==> config.mk <==
export PLATFORM = sky130hd
export DESIGN_NAME = harmonic_power_scan
export DESIGN_NICKNAME = d
export VERILOG_FILES = /design/src/rtl/hb_pkg.sv /design/src/rtl/hb_fold.sv /design/src/rtl/hb_square.sv /design/src/rtl/hb_engine.sv /design/src/rtl/harmonic_power_scan.sv
export SDC_FILE = /design/constraint.sdc
export NUM_CORES = 2
export LEC_CHECK = 0
export BUFFER_PORTS_ARGS = -buffer_cell sky130_fd_sc_hd__buf_2
export CAP_MARGIN = 20
export CORE_MARGIN = 10
export CORE_UTILIZATION = 58
export DETAILED_ROUTE_END_ITERATION = 16
export GPL_ROUTABILITY_DRIVEN = 0
export HOLD_SLACK_MARGIN = 0.03
export PLACE_DENSITY_LB_ADDON = 0.15
export SYNTH_ARGS = -nofsm -noshare
export SYNTH_HDL_FRONTEND = slang
export SYNTH_SLANG_ARGS = --single-unit
==> constraint.sdc <==
create_clock -name clk -period 20.3 [get_ports clk]
set_input_delay 2.03 -clock clk [delete_from_list [all_inputs] [get_ports clk]]
set_output_delay 2.03 -clock clk [all_outputs]
set_load 0.02 [all_outputs]
==> src/rtl/hb_pkg.sv <==
package hb_pkg;
  typedef enum logic [3:0] {
    ST_IDLE,
    ST_SETUP,
    ST_WAIT,
    ST_SRCH,
    ST_WINIT,
    ST_DOWN,
    ST_UINIT,
    ST_UP,
    ST_STORE,
    ST_SCAN,
    ST_DONE
  } hb_state_t;
endpackage

==> src/rtl/hb_fold.sv <==
module hb_fold #(
  parameter int NBINS = 64,
  parameter int BW    = 6,
  parameter int HW    = 4,
  parameter int SRCH  = 5
) (
  input  logic [BW-1:0] fund,
  input  logic [HW-1:0] hnum,
  output logic [BW-1:0] win_lo,
  output logic [BW-1:0] win_hi
);
  localparam int XW = BW + 2;
  localparam logic [XW-1:0] NB_X   = XW'(NBINS);
  localparam logic [XW-1:0] TWO_NB = XW'(2 * NBINS);
  localparam logic [XW-1:0] LAST_X = XW'(NBINS - 1);
  localparam logic [XW-1:0] SR_X   = XW'(SRCH);

  logic [BW+HW-1:0] prod;
  logic [XW-1:0]    k;
  logic [XW-1:0]    e;
  logic [XW-1:0]    lo_x;
  logic [XW-1:0]    hi_x;

  always_comb begin
    prod = BW'(fund) * hnum;
    k    = {1'b0, prod[BW:0]};
    e    = (k > NB_X) ? (TWO_NB - k) : k;
    lo_x = (e <= SR_X + XW'(1)) ? XW'(1) : (e - SR_X);
    hi_x = (e + SR_X >= LAST_X) ? LAST_X : (e + SR_X);
  end

  assign win_lo = lo_x[BW-1:0];
  assign win_hi = hi_x[BW-1:0];
endmodule

==> src/rtl/hb_square.sv <==
module hb_square #(
  parameter int W = 12
) (
  input  logic [W-1:0]   a,
  output logic [2*W-1:0] y
);
  assign y = a * a;
endmodule

==> src/rtl/hb_engine.sv <==
module hb_engine
  import hb_pkg::*;
#(
  parameter int NBINS = 64,
  parameter int MAG_W = 12,
  parameter int H_MAX = 9,
  parameter int BW    = 6,
  parameter int HW    = 4,
  parameter int AW    = 30,
  parameter int OW    = 31,
  parameter int SW    = 35
) (
  input  logic               clk,
  input  logic               rst,
  input  logic               start,
  input  logic [BW-1:0]      fund_bin,
  input  logic [HW-1:0]      harm_cnt,
  input  logic [MAG_W-1:0]   rd_data,
  input  logic [2*MAG_W-1:0] sq_data,
  input  logic [2*MAG_W-1:0] sq_best,
  input  logic [BW-1:0]      win_lo,
  input  logic [BW-1:0]      win_hi,
  output logic [BW-1:0]      rd_addr,
  output logic [BW-1:0]      cur_fund,
  output logic [HW-1:0]      cur_h,
  output logic [MAG_W-1:0]   best_mag,
  output logic               done,
  output logic [H_MAX*OW-1:0] harm_pow,
  output logic [H_MAX*BW-1:0] harm_peak,
  output logic [OW-1:0]      sig_pow,
  output logic [SW-1:0]      harm_sum,
  output logic [OW-1:0]      total_pow,
  output logic [MAG_W-1:0]   spur_mag,
  output logic [BW-1:0]      spur_bin,
  output logic [BW-1:0]      fund_lo,
  output logic [BW-1:0]      fund_hi
);
  localparam logic [BW-1:0] LAST  = BW'(NBINS - 1);
  localparam logic [BW-1:0] LAST2 = BW'(NBINS - 2);
  localparam logic [BW-1:0] ONE   = BW'(1);
  localparam logic [HW-1:0] HMAXV = HW'(H_MAX);

  hb_state_t state, ret;
  logic [HW-1:0]    h, cnt_q;
  logic [BW-1:0]    fund_q, idx, best_bin, lo_e, hi_e, flo, fhi, spb, addr_q;
  logic [MAG_W-1:0] best, cur, spm;
  logic             first, done_q;
  logic [AW-1:0]    acc, tot;
  logic [SW-1:0]    hsum;
  logic [OW-1:0]    sig_q;
  logic [OW-1:0]    pow_r  [H_MAX];
  logic [BW-1:0]    peak_r [H_MAX];
  logic             dup;
  logic [HW-1:0]    cnt_clamped;
  logic [OW-1:0]    pow_new;

  always_comb begin
    if (harm_cnt == '0)        cnt_clamped = HW'(1);
    else if (harm_cnt > HMAXV) cnt_clamped = HMAXV;
    else                       cnt_clamped = harm_cnt;
  end

  always_comb begin
    dup = 1'b0;
    for (int j = 0; j < H_MAX; j++) begin
      if ((j + 1) < int'(h) && peak_r[j] == best_bin) dup = 1'b1;
    end
    pow_new = dup ? '0 : {acc, 1'b0};
  end

  always_ff @(posedge clk) begin
    if (rst) begin
      state    <= ST_IDLE;
      ret      <= ST_IDLE;
      h        <= '0;
      cnt_q    <= '0;
      fund_q   <= '0;
      idx      <= '0;
      best     <= '0;
      best_bin <= '0;
      first    <= 1'b0;
      lo_e     <= '0;
      hi_e     <= '0;
      cur      <= '0;
      acc      <= '0;
      tot      <= '0;
      hsum     <= '0;
      sig_q    <= '0;
      spm      <= '0;
      spb      <= '0;
      flo      <= '0;
      fhi      <= '0;
      done_q   <= 1'b0;
      addr_q   <= ONE;
      for (int j = 0; j < H_MAX; j++) begin
        pow_r[j]  <= '0;
        peak_r[j] <= '0;
      end
    end else begin
      case (state)
        ST_IDLE, ST_DONE: begin
          if (start) begin
            fund_q <= fund_bin;
            cnt_q  <= cnt_clamped;
            h      <= HW'(1);
            tot    <= '0;
            hsum   <= '0;
            sig_q  <= '0;
            spm    <= '0;
            spb    <= '0;
            flo    <= '0;
            fhi    <= '0;
            done_q <= 1'b0;
            for (int j = 0; j < H_MAX; j++) begin
              pow_r[j]  <= '0;
              peak_r[j] <= '0;
            end
            state <= ST_SETUP;
          end
        end
        ST_SETUP: begin
          idx    <= win_lo;
          addr_q <= win_lo;
          first  <= 1'b1;
          ret    <= ST_SRCH;
          state  <= ST_WAIT;
        end
        ST_WAIT: state <= ret;
        ST_SRCH: begin
          if (first || rd_data > best) begin
            best     <= rd_data;
            best_bin <= idx;
          end
          first <= 1'b0;
          if (idx == win_hi) begin
            state <= ST_WINIT;
          end else begin
            idx    <= idx + ONE;
            addr_q <= idx + ONE;
            state  <= ST_WAIT;
          end
        end
        ST_WINIT: begin
          acc  <= AW'(sq_best);
          lo_e <= best_bin;
          cur  <= best;
          if (best_bin > ONE) begin
            addr_q <= best_bin - ONE;
            ret    <= ST_DOWN;
            state  <= ST_WAIT;
          end else begin
            state <= ST_UINIT;
          end
        end
        ST_DOWN: begin
          if (rd_data < cur) begin
            acc  <= acc + AW'(sq_data);
            lo_e <= lo_e - ONE;
            cur  <= rd_data;
            if (lo_e > BW'(2)) begin
              addr_q <= lo_e - BW'(2);
              state  <= ST_WAIT;
            end else begin
              state <= ST_UINIT;
            end
          end else begin
            state <= ST_UINIT;
          end
        end
        ST_UINIT: begin
          hi_e <= best_bin;
          cur  <= best;
          if (best_bin < LAST) begin
            addr_q <= best_bin + ONE;
            ret    <= ST_UP;
            state  <= ST_WAIT;
          end else begin
            state <= ST_STORE;
          end
        end
        ST_UP: begin
          if (rd_data < cur) begin
            acc  <= acc + AW'(sq_data);
            hi_e <= hi_e + ONE;
            cur  <= rd_data;
            if (hi_e < LAST2) begin
              addr_q <= hi_e + BW'(2);
              state  <= ST_WAIT;
            end else begin
              state <= ST_STORE;
            end
          end else begin
            state <= ST_STORE;
          end
        end
        ST_STORE: begin
          pow_r[h - HW'(1)]  <= pow_new;
          peak_r[h - HW'(1)] <= best_bin;
          if (h == HW'(1)) begin
            sig_q <= pow_new;
            flo   <= lo_e;
            fhi   <= hi_e;
          end else begin
            hsum <= hsum + SW'(pow_new);
          end
          if (h == cnt_q) begin
            idx    <= ONE;
            addr_q <= ONE;
            ret    <= ST_SCAN;
            state  <= ST_WAIT;
          end else begin
            h     <= h + HW'(1);
            state <= ST_SETUP;
          end
        end
        ST_SCAN: begin
          tot <= tot + AW'(sq_data);
          if ((idx < flo || idx > fhi) && rd_data > spm) begin
            spm <= rd_data;
            spb <= idx;
          end
          if (idx == LAST) begin
            done_q <= 1'b1;
            state  <= ST_DONE;
          end else begin
            idx    <= idx + ONE;
            addr_q <= idx + ONE;
            state  <= ST_WAIT;
          end
        end
        default: state <= ST_IDLE;
      endcase
    end
  end

  for (genvar g = 0; g < H_MAX; g++) begin : g_flat
    assign harm_pow[g*OW +: OW]  = pow_r[g];
    assign harm_peak[g*BW +: BW] = peak_r[g];
  end

  assign rd_addr   = addr_q;
  assign cur_fund  = fund_q;
  assign cur_h     = h;
  assign best_mag  = best;
  assign done      = done_q;
  assign sig_pow   = sig_q;
  assign harm_sum  = hsum;
  assign total_pow = {tot, 1'b0};
  assign spur_mag  = spm;
  assign spur_bin  = spb;
  assign fund_lo   = flo;
  assign fund_hi   = fhi;
endmodule

==> src/rtl/harmonic_power_scan.sv <==
module harmonic_power_scan #(
  parameter int NBINS = 64,
  parameter int MAG_W = 12,
  parameter int H_MAX = 9,
  parameter int SRCH  = 5,
  localparam int BW   = $clog2(NBINS),
  localparam int HW   = $clog2(H_MAX + 1),
  localparam int AW   = 2 * MAG_W + BW,
  localparam int OW   = AW + 1,
  localparam int SW   = OW + HW
) (
  input  logic                clk,
  input  logic                rst,
  input  logic                start,
  input  logic [BW-1:0]       fund_bin,
  input  logic [HW-1:0]       harm_cnt,
  output logic [BW-1:0]       rd_addr,
  input  logic [MAG_W-1:0]    rd_data,
  output logic                done,
  output logic [H_MAX*OW-1:0] harm_pow,
  output logic [H_MAX*BW-1:0] harm_peak,
  output logic [OW-1:0]       sig_pow,
  output logic [SW-1:0]       harm_sum,
  output logic [OW-1:0]       total_pow,
  output logic [MAG_W-1:0]    spur_mag,
  output logic [BW-1:0]       spur_bin,
  output logic [BW-1:0]       fund_lo,
  output logic [BW-1:0]       fund_hi
);
  logic [BW-1:0]      cur_fund, win_lo, win_hi;
  logic [HW-1:0]      cur_h;
  logic [MAG_W-1:0]   best_mag;
  logic [2*MAG_W-1:0] sq_data, sq_best;

  hb_fold #(.NBINS(NBINS), .BW(BW), .HW(HW), .SRCH(SRCH)) u_fold (
    .fund(cur_fund), .hnum(cur_h), .win_lo(win_lo), .win_hi(win_hi)
  );

  hb_square #(.W(MAG_W)) u_sq_data (.a(rd_data),  .y(sq_data));
  hb_square #(.W(MAG_W)) u_sq_best (.a(best_mag), .y(sq_best));

  hb_engine #(
    .NBINS(NBINS), .MAG_W(MAG_W), .H_MAX(H_MAX), .BW(BW), .HW(HW),
    .AW(AW), .OW(OW), .SW(SW)
  ) u_engine (
    .clk(clk), .rst(rst), .start(start), .fund_bin(fund_bin),
    .harm_cnt(harm_cnt), .rd_data(rd_data), .sq_data(sq_data),
    .sq_best(sq_best), .win_lo(win_lo), .win_hi(win_hi),
    .rd_addr(rd_addr), .cur_fund(cur_fund), .cur_h(cur_h),
    .best_mag(best_mag), .done(done), .harm_pow(harm_pow),
    .harm_peak(harm_peak), .sig_pow(sig_pow), .harm_sum(harm_sum),
    .total_pow(total_pow), .spur_mag(spur_mag), .spur_bin(spur_bin),
    .fund_lo(fund_lo), .fund_hi(fund_hi)
  );
endmodule

==> impl_metrics.json <==
{
  "cts-resized-gates": 0,
  "drt_iter0_drc": 3073,
  "syn_area_per_cell_um2": 9.55,
  "ctsHoldBuffers": 0,
  "vias": 28800,
  "rsz0062_at_grt": "no",
  "start_util_pct": 58.5,
  "cts_root_buf": "clkbuf_16",
  "power.switching_w": 0.00141,
  "period_needed_ns": 9.02,
  "cp-end-kind": "register",
  "fin_crit_sh_pct": 44.4,
  "die_area_mm2": 0.0710,
  "fp.dieW_um": 267,
  "yosysSeqAreaShare_pct": 40.8,
  "dp_hpwl_um": 81600,
  "status": "finished clean",
  "arrival_ns": 9.49,
  "post_drt_via_cell_ratio": 5.85,
  "crit_fanout": 18,
  "maxSlewHeadroom_pct": 24.5,
  "cts_tree": "built",
  "cts_setup_buffers": 0,
  "layout_setup_ws_ns": 11.28,
  "worst-r2r-setup-slack_ns": 13.08,
  "cpMostUsedCell": "inv_1",
  "clkPwrFrac_pct": 30.1,
  "core_mm2": 0.0602,
  "clk-insertion-delay-late_ns": 0.66,
  "power_frac_seq_pct": 32.6,
  "crit_path_start_kind": "input pin",
  "numClockSinks": 556,
  "holdPathStages": 2,
  "syn-cell-area_mm2": 0.0353,
  "fmax_mhz": 111,
  "cts-htree-levels": 2,
  "path_clk_slew_ns": 0.07,
  "tns_ns": 0,
  "synth_cells": 3691,
  "maxSlewViolCount": 0,
  "nNetsFinal": 4547,
  "fp.dieH_um": 267,
  "min_to": "u_engine.sig_pow[1]",
  "synth_edf_count": 324,
  "grt_max_degree": 107,
  "cp_slowest_cell": "fa_1",
  "io_buffers": 479,
  "num_rows": 90,
  "syn2layout_area_growth_pct": 14.7,
  "cts_buffers": 59,
  "worst_path_dominant_cell_family": "compound AO/OA/AOI/OAI gates",
  "cts_buffer_depth": 3,
  "vdd_drop_max_v": 0.0000822,
  "ant_nets": 0,
  "yosys_warnings": 0,
  "finalHoldViolCount": 0,
  "async_flop_share_pct": 0,
  "grt_first_pass_wirelength_um": 170000,
  "io_pins": 492,
  "fin_skew_ns": 0.0450,
  "regToRegEndpoint": "u_engine.rd_addr[3]",
  "crit_buf_inv": 8,
  "p_leak_nw": 18.7,
  "p_sw_share_pct": 36.4,
  "grt_use_total_pct": 31.0,
  "crit_type": "in2reg",
  "wirelength_um": 113000,
  "drive_gt1_share_pct": 16.8,
  "maxCapViolCount": 0,
  "synth_flop_cell": "edfxtp_1",
  "pwr_density_cell_mw_per_mm2": 95.6,
  "wl_per_cell_um": 23.0,
  "overflow": 0,
  "place_ws_ns": 10.68,
  "first_pass_iters": 7,
  "antenna_found_initial": 2,
  "reg2reg_depth": 20,
  "first_global_vias": 27900,
  "drc": 0,
  "critPathMaxStageDelay_ns": 0.52,
  "setup_viol_count_final": 0,
  "hold_start": "u_engine.sig_pow[1]",
  "synth_cell_type_count": 97,
  "ys_ff_latch": 556,
  "tightest_slew_ns": 1.13,
  "internal-power_w": 0.00246,
  "r2r-start": "u_engine.cur_h[3]",
  "hold_path_class": "reg2reg",
  "required_ns": 20.78,
  "dp.cells": 4802,
  "finalNonFillerCells": 4919,
  "finalPower_w": 0.00387,
  "pwr-share-comb_pct": 37.3
}
[flip-flops by register name, indices dropped and copies added, names as in the netlist, 6 cells and up]
signal             cells
u_engine.fund_lo       6
u_engine.acc          30
u_engine.spur_bin      6
u_engine.tot          30
u_engine.harm_sum     34
u_engine.fund_hi       6
u_engine.lo_e          6
u_engine.sig_pow      30
u_engine.spur_mag     12
u_engine.best_mag     12
u_engine.rd_addr       6
u_engine.pow_r       270
u_engine.hi_e          6
u_engine.idx           6
u_engine.cur          12
u_engine.cur_fund      6
u_engine.peak_r       54
u_engine.best_bin      6
[placed cells by master, fill, tap and decap left out, types with 20 or more instances in the layout]
master and count:
and2_1 67, a22o_1 26, nor3_1 46, o21ai_0 117, o31ai_1 20, ha_1 269, mux2i_1 28, nand4_1 23
xor2_1 76, a31oi_1 31, nand3_1 79, a21o_1 50, nor2b_1 30, fa_1 168, dfxtp_1 232, clkbuf_16 60
nand2_1 300, buf_2 478, inv_1 326, nor2_1 599, nand2b_1 37, o21a_1 28, a211oi_1 24, edfxtp_1 324
buf_4 49, a21oi_1 184, xnor2_1 125
[how the worst max path moves through the flow]
stage                                   to       start  cells after the start  slack, ns
after global placement    u_engine.acc[29]  rd_data[5]                     37      10.88
after floorplan           u_engine.acc[29]  rd_data[5]                     33      11.54
after CTS                 u_engine.acc[29]  rd_data[5]                     37      11.32
after detailed placement  u_engine.acc[29]  rd_data[5]                     37      10.68
after global routing      u_engine.acc[29]  rd_data[5]                     37      10.62
final                     u_engine.acc[29]  rd_data[5]                     37      11.28
[worst min-delay path: stages (launching register included)]
cell	delay [ns]
dfxtp_1	0.32
nand2_1	0.04
o21ai_0	0.05
[kinds of logic after synthesis]
logic type | Yosys count | share of synthesized area [%]
and+or+nand+nor | 1286 | 16.2
AOI/OAI and AO/OA | 624 | 11.6
DFF | 556 | 40.8
buffers and inverters | 545 | 5.95
adders and majority gates | 437 | 19.1
xor gates and xnor gates | 206 | 5.32
muxes | 36 | 1.08
other | 1 | 0.0106
[power by group through the flow]
stage | clock network [W] | logic (W) | registers, W
global route | 0.00121 | 0.00161 | 0.00126
global placement | 0 | 0.00141 | 0.00128
finish | 0.00116 | 0.00144 | 0.00126
detailed placement | 0 | 0.00142 | 0.00129
floorplan | 0 | 0.00102 | 0.00133
CTS | 0.00117 | 0.00143 | 0.00126
[cells in the mapped netlist (76+ instances only)]
cell / instances / area [µm²]
nand3_1: 83 / 415
nand2_1: 307 / 1150
a21oi_1: 185 / 926
edfxtp_1: 324 / 9730
xor2_1: 76 / 666
nor2_1: 601 / 2260
dfxtp_1: 232 / 4640
clkbuf_1: 189 / 709
o21ai_0: 117 / 586
ha_1: 269 / 3370
inv_1: 326 / 1220
xnor2_1: 125 / 1090
fa_1: 168 / 3360
[cell type report]
cell class              count  area, µm²
diodes                      1       2.50
well taps                 782        978
multi-input cells        2601      18900
clock inverters            46        567
repair buffers            532       2850
fillers                  4800      19800
inverters                 335       1260
clock buffers              66       1520
flip-flops and latches    556      14400
[layer usage]
metal  track usage [%]  routed length (µm)  vias up
li1                  -                   -    13300
met1              39.9               44000    13900
met4              13.9                5510        0
met5                 0                   0        -
met3              5.83               10500      238
met2              50.2               53100     1339
[through the flow]
| step | hold WS, ns | util [%] | cell area, µm² |
|---|---|---|---|
| final | 0.448 | 67.2 | 40500 |
| after global routing | 0.478 | 67.1 | 40500 |
| after CTS | 0.454 | 67.0 | 40400 |
| after detailed placement | 0.439 | 63.5 | 38300 |
| after global placement | 0.430 | 63.5 | 38300 |
| after floorplan | 0.427 | - | 35300 |
No activity file was read; power rests on OpenSTA's default activity.
